==> config.mk <==
export PLATFORM = sky130hd
export DESIGN_NAME = func_unit
export DESIGN_NICKNAME = d
export VERILOG_FILES = /design/src/rtl/func_unit_pkg.sv /design/src/rtl/func_unit_decode.sv /design/src/rtl/func_unit_alu.sv /design/src/rtl/func_unit_shift.sv /design/src/rtl/func_unit.sv
export SDC_FILE = /design/constraint.sdc
export NUM_CORES = 1
export LEC_CHECK = 0
export ABC_AREA = 1
export BUFFER_PORTS_ARGS = -buffer_cell sky130_fd_sc_hd__buf_2
export CAP_MARGIN = 10
export CORE_ASPECT_RATIO = 1.2
export CORE_MARGIN = 4
export CORE_UTILIZATION = 45
export DETAILED_ROUTE_END_ITERATION = 6
export PLACE_DENSITY = 0.68
export SLEW_MARGIN = 0
export SYNTH_ARGS = -nofsm -noshare
export SYNTH_HDL_FRONTEND = slang
export SYNTH_SLANG_ARGS = --single-unit
==> constraint.sdc <==
create_clock -name vclk -period 2.97
set_clock_uncertainty 0.05 [all_clocks]
set_input_delay 0.1485 -clock vclk [all_inputs]
set_output_delay 0.1485 -clock vclk [all_outputs]
set_load 0.1 [all_outputs]
==> src/rtl/func_unit_pkg.sv <==
`timescale 1ns/1ps
package func_unit_pkg;

  typedef enum logic [1:0] {
    SRC_ALU   = 2'd0,
    SRC_SHIFT = 2'd1,
    SRC_PASSA = 2'd2
  } fu_src_e;

  typedef enum logic [1:0] {
    SH_PASS  = 2'd0,
    SH_RIGHT = 2'd1,
    SH_LEFT  = 2'd2,
    SH_SPARE = 2'd3
  } fu_shift_e;

  localparam int unsigned FS_W = 4;

endpackage

==> src/rtl/func_unit_decode.sv <==
`timescale 1ns/1ps
module func_unit_decode
  import func_unit_pkg::*;
(
  input  logic [FS_W-1:0] fs_i,
  output fu_src_e         src_o,
  output fu_shift_e       shift_op_o
);

  logic mf;
  assign mf = fs_i[3] & fs_i[2];

  always_comb begin
    if (!mf)              src_o = SRC_ALU;
    else if (&fs_i[1:0])  src_o = SRC_PASSA;  // code 1111
    else                  src_o = SRC_SHIFT;
  end

  assign shift_op_o = fu_shift_e'(fs_i[1:0]);

endmodule

==> src/rtl/func_unit_alu.sv <==
`timescale 1ns/1ps
module func_unit_alu
  import func_unit_pkg::*;
#(
  parameter int unsigned WIDTH = 8
) (
  input  logic [WIDTH-1:0] a_i,
  input  logic [WIDTH-1:0] b_i,
  input  logic [FS_W-1:0]  fs_i,
  output logic [WIDTH-1:0] g_o,
  output logic             carry_o,
  output logic             ovf_o
);

  localparam int unsigned SUM_W = WIDTH + 1;

  logic [WIDTH-1:0] opnd_y;
  logic [SUM_W-1:0] sum;
  logic [WIDTH-1:0] logic_res;

  // second adder operand: 0, B, ~B or all ones
  always_comb begin
    unique case (fs_i[2:1])
      2'b00:   opnd_y = '0;
      2'b01:   opnd_y = b_i;
      2'b10:   opnd_y = ~b_i;
      default: opnd_y = '1;
    endcase
  end

  assign sum = {1'b0, a_i} + {1'b0, opnd_y} + {{WIDTH{1'b0}}, fs_i[0]};

  always_comb begin
    unique case (fs_i[1:0])
      2'b00:   logic_res = a_i & b_i;
      2'b01:   logic_res = a_i | b_i;
      2'b10:   logic_res = a_i ^ b_i;
      default: logic_res = ~a_i;
    endcase
  end

  assign g_o     = fs_i[3] ? logic_res : sum[WIDTH-1:0];
  assign carry_o = ~fs_i[3] & sum[WIDTH];
  assign ovf_o   = ~fs_i[3] & (a_i[WIDTH-1] == opnd_y[WIDTH-1])
                            & (sum[WIDTH-1] != a_i[WIDTH-1]);

endmodule

==> src/rtl/func_unit_shift.sv <==
`timescale 1ns/1ps
module func_unit_shift
  import func_unit_pkg::*;
#(
  parameter int unsigned WIDTH = 8
) (
  input  logic [WIDTH-1:0] b_i,
  input  fu_shift_e        op_i,
  output logic [WIDTH-1:0] h_o
);

  always_comb begin
    unique case (op_i)
      SH_RIGHT: h_o = {1'b0, b_i[WIDTH-1:1]};
      SH_LEFT:  h_o = {b_i[WIDTH-2:0], 1'b0};
      default:  h_o = b_i;  // SH_PASS and unused SH_SPARE
    endcase
  end

endmodule

==> src/rtl/func_unit.sv <==
`timescale 1ns/1ps
module func_unit
  import func_unit_pkg::*;
#(
  parameter int unsigned WIDTH = 8
) (
  input  logic [WIDTH-1:0] a_i,
  input  logic [WIDTH-1:0] b_i,
  input  logic [3:0]       fs_i,
  output logic [WIDTH-1:0] f_o,
  output logic             v_o,
  output logic             c_o,
  output logic             n_o,
  output logic             z_o
);

  fu_src_e          src;
  fu_shift_e        shift_op;
  logic [WIDTH-1:0] g_res;
  logic [WIDTH-1:0] h_res;
  logic             alu_c;
  logic             alu_v;

  func_unit_decode u_decode (
    .fs_i       (fs_i),
    .src_o      (src),
    .shift_op_o (shift_op)
  );

  func_unit_alu #(.WIDTH(WIDTH)) u_alu (
    .a_i     (a_i),
    .b_i     (b_i),
    .fs_i    (fs_i),
    .g_o     (g_res),
    .carry_o (alu_c),
    .ovf_o   (alu_v)
  );

  func_unit_shift #(.WIDTH(WIDTH)) u_shift (
    .b_i  (b_i),
    .op_i (shift_op),
    .h_o  (h_res)
  );

  always_comb begin
    unique case (src)
      SRC_SHIFT: f_o = h_res;
      SRC_PASSA: f_o = a_i;
      default:   f_o = g_res;
    endcase
  end

  // adder flags only reach the ports when the ALU result is selected
  assign c_o = (src == SRC_ALU) & alu_c;
  assign v_o = (src == SRC_ALU) & alu_v;
  assign n_o = f_o[WIDTH-1];
  assign z_o = ~|f_o;

  always_comb begin
    if (fs_i == 4'b0111) begin
      AST_INC_DEC_IDENT: assert (f_o == a_i && c_o) else $error("code 0111 not identity with carry");
    end
    if (fs_i == 4'b0010 && v_o) begin
      AST_ADD_OVF_SIGNS: assert (a_i[WIDTH-1] == b_i[WIDTH-1] && f_o[WIDTH-1] != a_i[WIDTH-1]) else $error("bad add overflow");
    end
    if (fs_i == 4'b1100) begin
      AST_XFER_B: assert (f_o == b_i) else $error("transfer B mismatch");
    end
    if (fs_i == 4'b1101) begin
      AST_SHR_FILL: assert (!f_o[WIDTH-1]) else $error("right shift fill not zero");
    end
    if (fs_i == 4'b1111) begin
      AST_PASS_A: assert (f_o == a_i) else $error("code 1111 not pass A");
    end
    if (fs_i[3]) begin
      AST_NO_FLAGS_NONARITH: assert (!c_o && !v_o) else $error("flags set on non-arith code");
    end
  end

endmodule

==> results.cfg, run 1 <==
[outcome]
status = finished clean

[grt]
grt_use_total_pct = 20.0
grt_pass1_vias = 1595
antenna_found_initial = 0
grt_pass1_wl_mm = 7.07
overflow = 0
grt_max_degree = 12

[yosys]
synth.distinct_cells = 27
yosys.area.top_type_share_pct = 23.6
synth_cells = 271
synth_fp_nets = 320
synth_warnings = 0
avgSynthCellArea_um2 = 5.58
synth.yosys.seq_area_share_pct = 0
yosys.area.top_type = nand2_1
synth_area_leaders = nand2_1 24%, ha_1 22%, inv_1 10%, a21oi_1 7.9%, nand3_1 7.0%
netlist_area_um2 = 1510

[floorplanning]
die_width_um = 60.9
initial_core_util_pct = 48.2
die_area_um2 = 4350
core_um2 = 3140
core.rowCount = 22
pin_count = 32
die-height_um = 71.5

[pwr]
p_comb_share_pct = 100.0
cellPowerDensity_nw_per_um2 = 284
power.share.clock_pct = 0
p_int_mw = 0.119
power_switching_mw = 0.357
p_leak_nw = 0.970
seq_power_share_pct = 0
finalPower_mw = 0.476
switching_share_pct = 75.0
peakVddDrop_mv = 0.297

[timing]
worst_slack_ns = 0.408
fmax_mhz = 390
slew_headroom_pct = 67.8
final.min_clock_period_ns = 2.56
tightestPinTransition_ns = 0.486
timing.setup.tns_ns = 0
slew_violations = 0
hold_violations = 0
rsz0062_at_grt = no
setup_viol = 0
min_period_over_period_pct = 86.3

[layout]
utilization_pct = 53.3
layout.cells.non_filler = 331
drive_gt1_share_pct = 19.0
multi_input_area_um2 = 1260
regArea_um2 = 0
design.seq.count = 0
nClkBuffers = 0
final_nets = 346
fillCellCount = 361
syn2layout_area_growth_pct = 10.8
diodes = 0

[placed_design]
portBuffers = 32
place_inst = 331
dp_hpwl_mm = 3.37
dpl_worst_slack_ns = 0.414
gp_congestion = 0.898

[routing]
avgViaCountPerCell = 5.17
drt_first_pass_iters = 7
routedWlPerCell_um = 12.5
detail-route-antenna-nets = 0
drc = 0
drt_iter0_markers = 82
vias = 1712
drt-total-wl_mm = 4.14

[hold_path]
hold_depth = 3
whs_endpoint = v_o
min_from = a_i[7]
hp-class = primary input to output pin

[run]
max_cap_violations = 0

[worst_setup_path]
cp-end-kind = output pin
crit_start = fs_i[1]
worstPathRequired_ns = 2.77
critPathKind = primary input to output pin
cp-start-kind = primary input
arrival_ns = 2.36
crit_fanout = 10

[clock_tree]
cts_setup_buffers = 0
cts_hold_buf = 0
cts_resized = 0
## worst max path at each step
stage / to / slack [ns] / depth (start not counted)
floorplan: z_o / 0.11 / 13
global placement: z_o / 0.46 / 15
detailed placement: z_o / 0.41 / 15
CTS: z_o / 0.41 / 15
global route: z_o / 0.12 / 17
finish: z_o / 0.41 / 15
## cells by family after synthesis
| kind of cell | synth area share, % |
|---|---|
| buffers and inverters | 17.3 |
| AO/OA/AOI/OAI | 18.5 |
| XOR/XNOR | 0.580 |
| adder cells (fa/ha/maj) | 25.0 |
| AND/OR/NAND/NOR | 38.7 |
## layer usage
metal,vias to the layer above,GRT usage [%],share of wire (%)
met5,-,0,0
met4,0,2.89,0.75
met3,4,0.721,5.0
met2,45,35.0,49
met1,746,27.3,45
li1,917,-,-
## worst max-delay path, cell delays in order
cell	delay, ns
buf_2	0.18
inv_1	0.10
nand2_1	0.06
o21ai_0	0.09
fa_1	0.39
inv_2	0.08
fa_1	0.42
a21oi_2	0.12
nand2_1	0.06
nand2_1	0.09
nand3_2	0.07
nor2_2	0.13
nand3_2	0.11
nor2_4	0.11
buf_12	0.18
## cell usage in the layout, fill, tap and decap left out, types with 3 or more instances in the layout
cell | netlist | final
nand3_1 | 21 | 21
o21ai_0 | 10 | 10
ha_1 | 27 | 27
o21ai_1 | 3 | 3
nor2_1 | 4 | 3
nand2_1 | 95 | 95
buf_2 | 1 | 31
o211ai_1 | 5 | 5
inv_1 | 41 | 41
a21oi_1 | 24 | 23
inv_2 | 5 | 5
nand2_2 | 3 | 3
nand3_2 | 4 | 4
a21oi_2 | 4 | 5
## metrics by stage
| stage | hold WS (ns) | area, um^2 |
|---|---|---|
| after floorplan | 0.512 | 1520 |
| after global placement | 0.714 | 1670 |
| after detailed placement | 0.716 | 1670 |
| after CTS | 0.717 | 1670 |
| after global routing | 0.748 | 1670 |
| final | 0.717 | 1670 |
## power by group through the flow
stage | registers (mW) | clock network (mW) | logic (mW)
after global placement | 0 | 0 | 0.473
after global routing | 0 | 0 | 0.523
final | 0 | 0 | 0.476
after floorplan | 0 | 0 | 0.389
after CTS | 0 | 0 | 0.477
after detailed placement | 0 | 0 | 0.476
## cell type report
| class | count | share of cell area [%] |
|---|---|---|
| Tap cell | 36 | 2.69 |
| Inverter | 49 | 11.1 |
| Multi-Input combinational cell | 213 | 75.3 |
| Timing Repair Buffer | 33 | 10.9 |
## Yosys cell counts, types with 3 or more instances
master    count
nand3_2       4
nor2_1        4
a21oi_1      24
inv_1        41
a21oi_2       4
ha_1         27
nand2_1      95
buf_6         5
nand3_1      21
o21ai_1       3
o21ai_0      10
nand2_2       3
o211ai_1      5
inv_2         5
(Power assumes the default switching activity.)
==> run 2, diff against run 1 <==
Settings changed: CORE_MARGIN 4 to unset.
==> results.cfg, run 2 (synthesis gave the netlist of run 1 again) <==
[outcome]
status = finished clean

[placed_design]
portBuffers = 32
dp_hpwl_mm = 3.26
dpl_worst_slack_ns = 0.406
place_area_um2 = 1670
place_inst = 331
gp_congestion = 0.828

[worst_setup_path]
cp_slowest_cell = fa_1
worstPathRequired_ns = 2.77
critical-path-top-delay-family = simple AND/OR/NAND/NOR gates
cpPeakStageDelay_ns = 0.39
cp_common_cell = nand2_1
arrival_ns = 2.37
worstPathCellList = buf_2 -> inv_1 -> nand2_1 -> o21ai_0 -> fa_1 -> inv_2 -> fa_1 -> nand2_1 -> nand2_1 -> nand3b_1 -> nand2_1 -> nand2_1 -> nand3_1 -> a21oi_1 -> nand2_1 -> nor2_4 -> buf_12
cp-end-kind = output pin
path_buf_inv = 4
crit_fanout = 10
critPathKind = primary input to output pin
cp-start-kind = primary input

[layout]
final_cell_mix = 95 x nand2_1, 41 x inv_1, 31 x buf_2
nClkBuffers = 0
final_nets = 346
syn2layout_area_growth_pct = 10.8
layout.cells.non_filler = 331
layout_commonest_cell = nand2_1
drive_gt1_share_pct = 19.0
finalInstanceArea_um2 = 1670
diodes = 0
regArea_um2 = 0
design.seq.count = 0

[pwr]
finalPower_mw = 0.476
peakVddDrop_mv = 0.266
cellPowerDensity_nw_per_um2 = 284
p_leak_nw = 0.970

[timing]
tightestPinTransition_ns = 0.489
hold_violations = 0
timing.setup.tns_ns = 0
setup_viol = 0
slew_headroom_pct = 67.6
slew_violations = 0
worst_slack_ns = 0.406
fmax_mhz = 390
final.min_clock_period_ns = 2.56
min_period_over_period_pct = 86.3
rsz0062_at_grt = no

[hold_path]
whs_endpoint = v_o
hp-class = primary input to output pin
min_from = a_i[7]
hold_depth = 3

[grt]
overflow = 0
grt_use_total_pct = 24.1
grt_max_degree = 12
grt_pass1_vias = 1497
antenna_found_initial = 0
grt_pass1_wl_mm = 6.61

[routing]
detail-route-antenna-nets = 0
routedWlPerCell_um = 12.2
drt_first_pass_iters = 6
drt-total-wl_mm = 4.03
drt_iter0_markers = 27
vias = 1714
avgViaCountPerCell = 5.18
drc = 0

[clock_tree]
cts_hold_buf = 0
cts_resized = 0
cts_setup_buffers = 0

[floorplanning]
die-height_um = 65.5
pin_count = 32
core_um2 = 3140
core.rowCount = 22
die_width_um = 54.9
die_area_um2 = 3600
initial_core_util_pct = 48.2

[run]
max_cap_violations = 0
run 2: power by group:
group	leakage, nW	internal (mW)	switching [mW]	total, mW
sequential	0	0	0	0
clock	0	0	0	0
combinational	0.970	0.119	0.357	0.476
run 2: stage by stage:
step                      utilization [%]  hold slack, ns
after floorplan                         -           0.512
after global placement               53.3           0.712
after detailed placement             53.3           0.717
after CTS                            53.3           0.720
after global routing                 53.3           0.751
final                                53.3           0.720
run 2: worst min-delay path, delay by kind of cell:
kind,cells,cell delay (ns)
AO/OA/AOI/OAI,1,0.06
buffers and inverters,2,0.41
run 2: how the worst max path moves through the flow:
| stage | from | endpoint | slack (ns) | cells past startpoint |
|---|---|---|---|---|
| 4_1_cts | fs_i[1] | z_o | 0.40 | 17 |
| 3_5_place_dp | fs_i[1] | z_o | 0.41 | 17 |
| 6_report | fs_i[1] | z_o | 0.41 | 17 |
| 2_1_floorplan | fs_i[1] | z_o | 0.11 | 13 |
| 5_1_grt | fs_i[1] | z_o | 0.17 | 17 |
| 3_3_place_gp | fs_i[1] | z_o | 0.46 | 15 |
run 2: metal layers:
layer | part of all wire (%) | track usage, %
met5 | 0 | 0
met4 | 0 | 1.88
met3 | 2.6 | 0.463
met2 | 50 | 43.1
met1 | 48 | 32.4
run 2: layout make-up:
cell class	count	area, um^2
multi-input cells	213	1260
repair buffers	33	183
fillers	351	1460
inverters	49	185
well taps	36	45.0
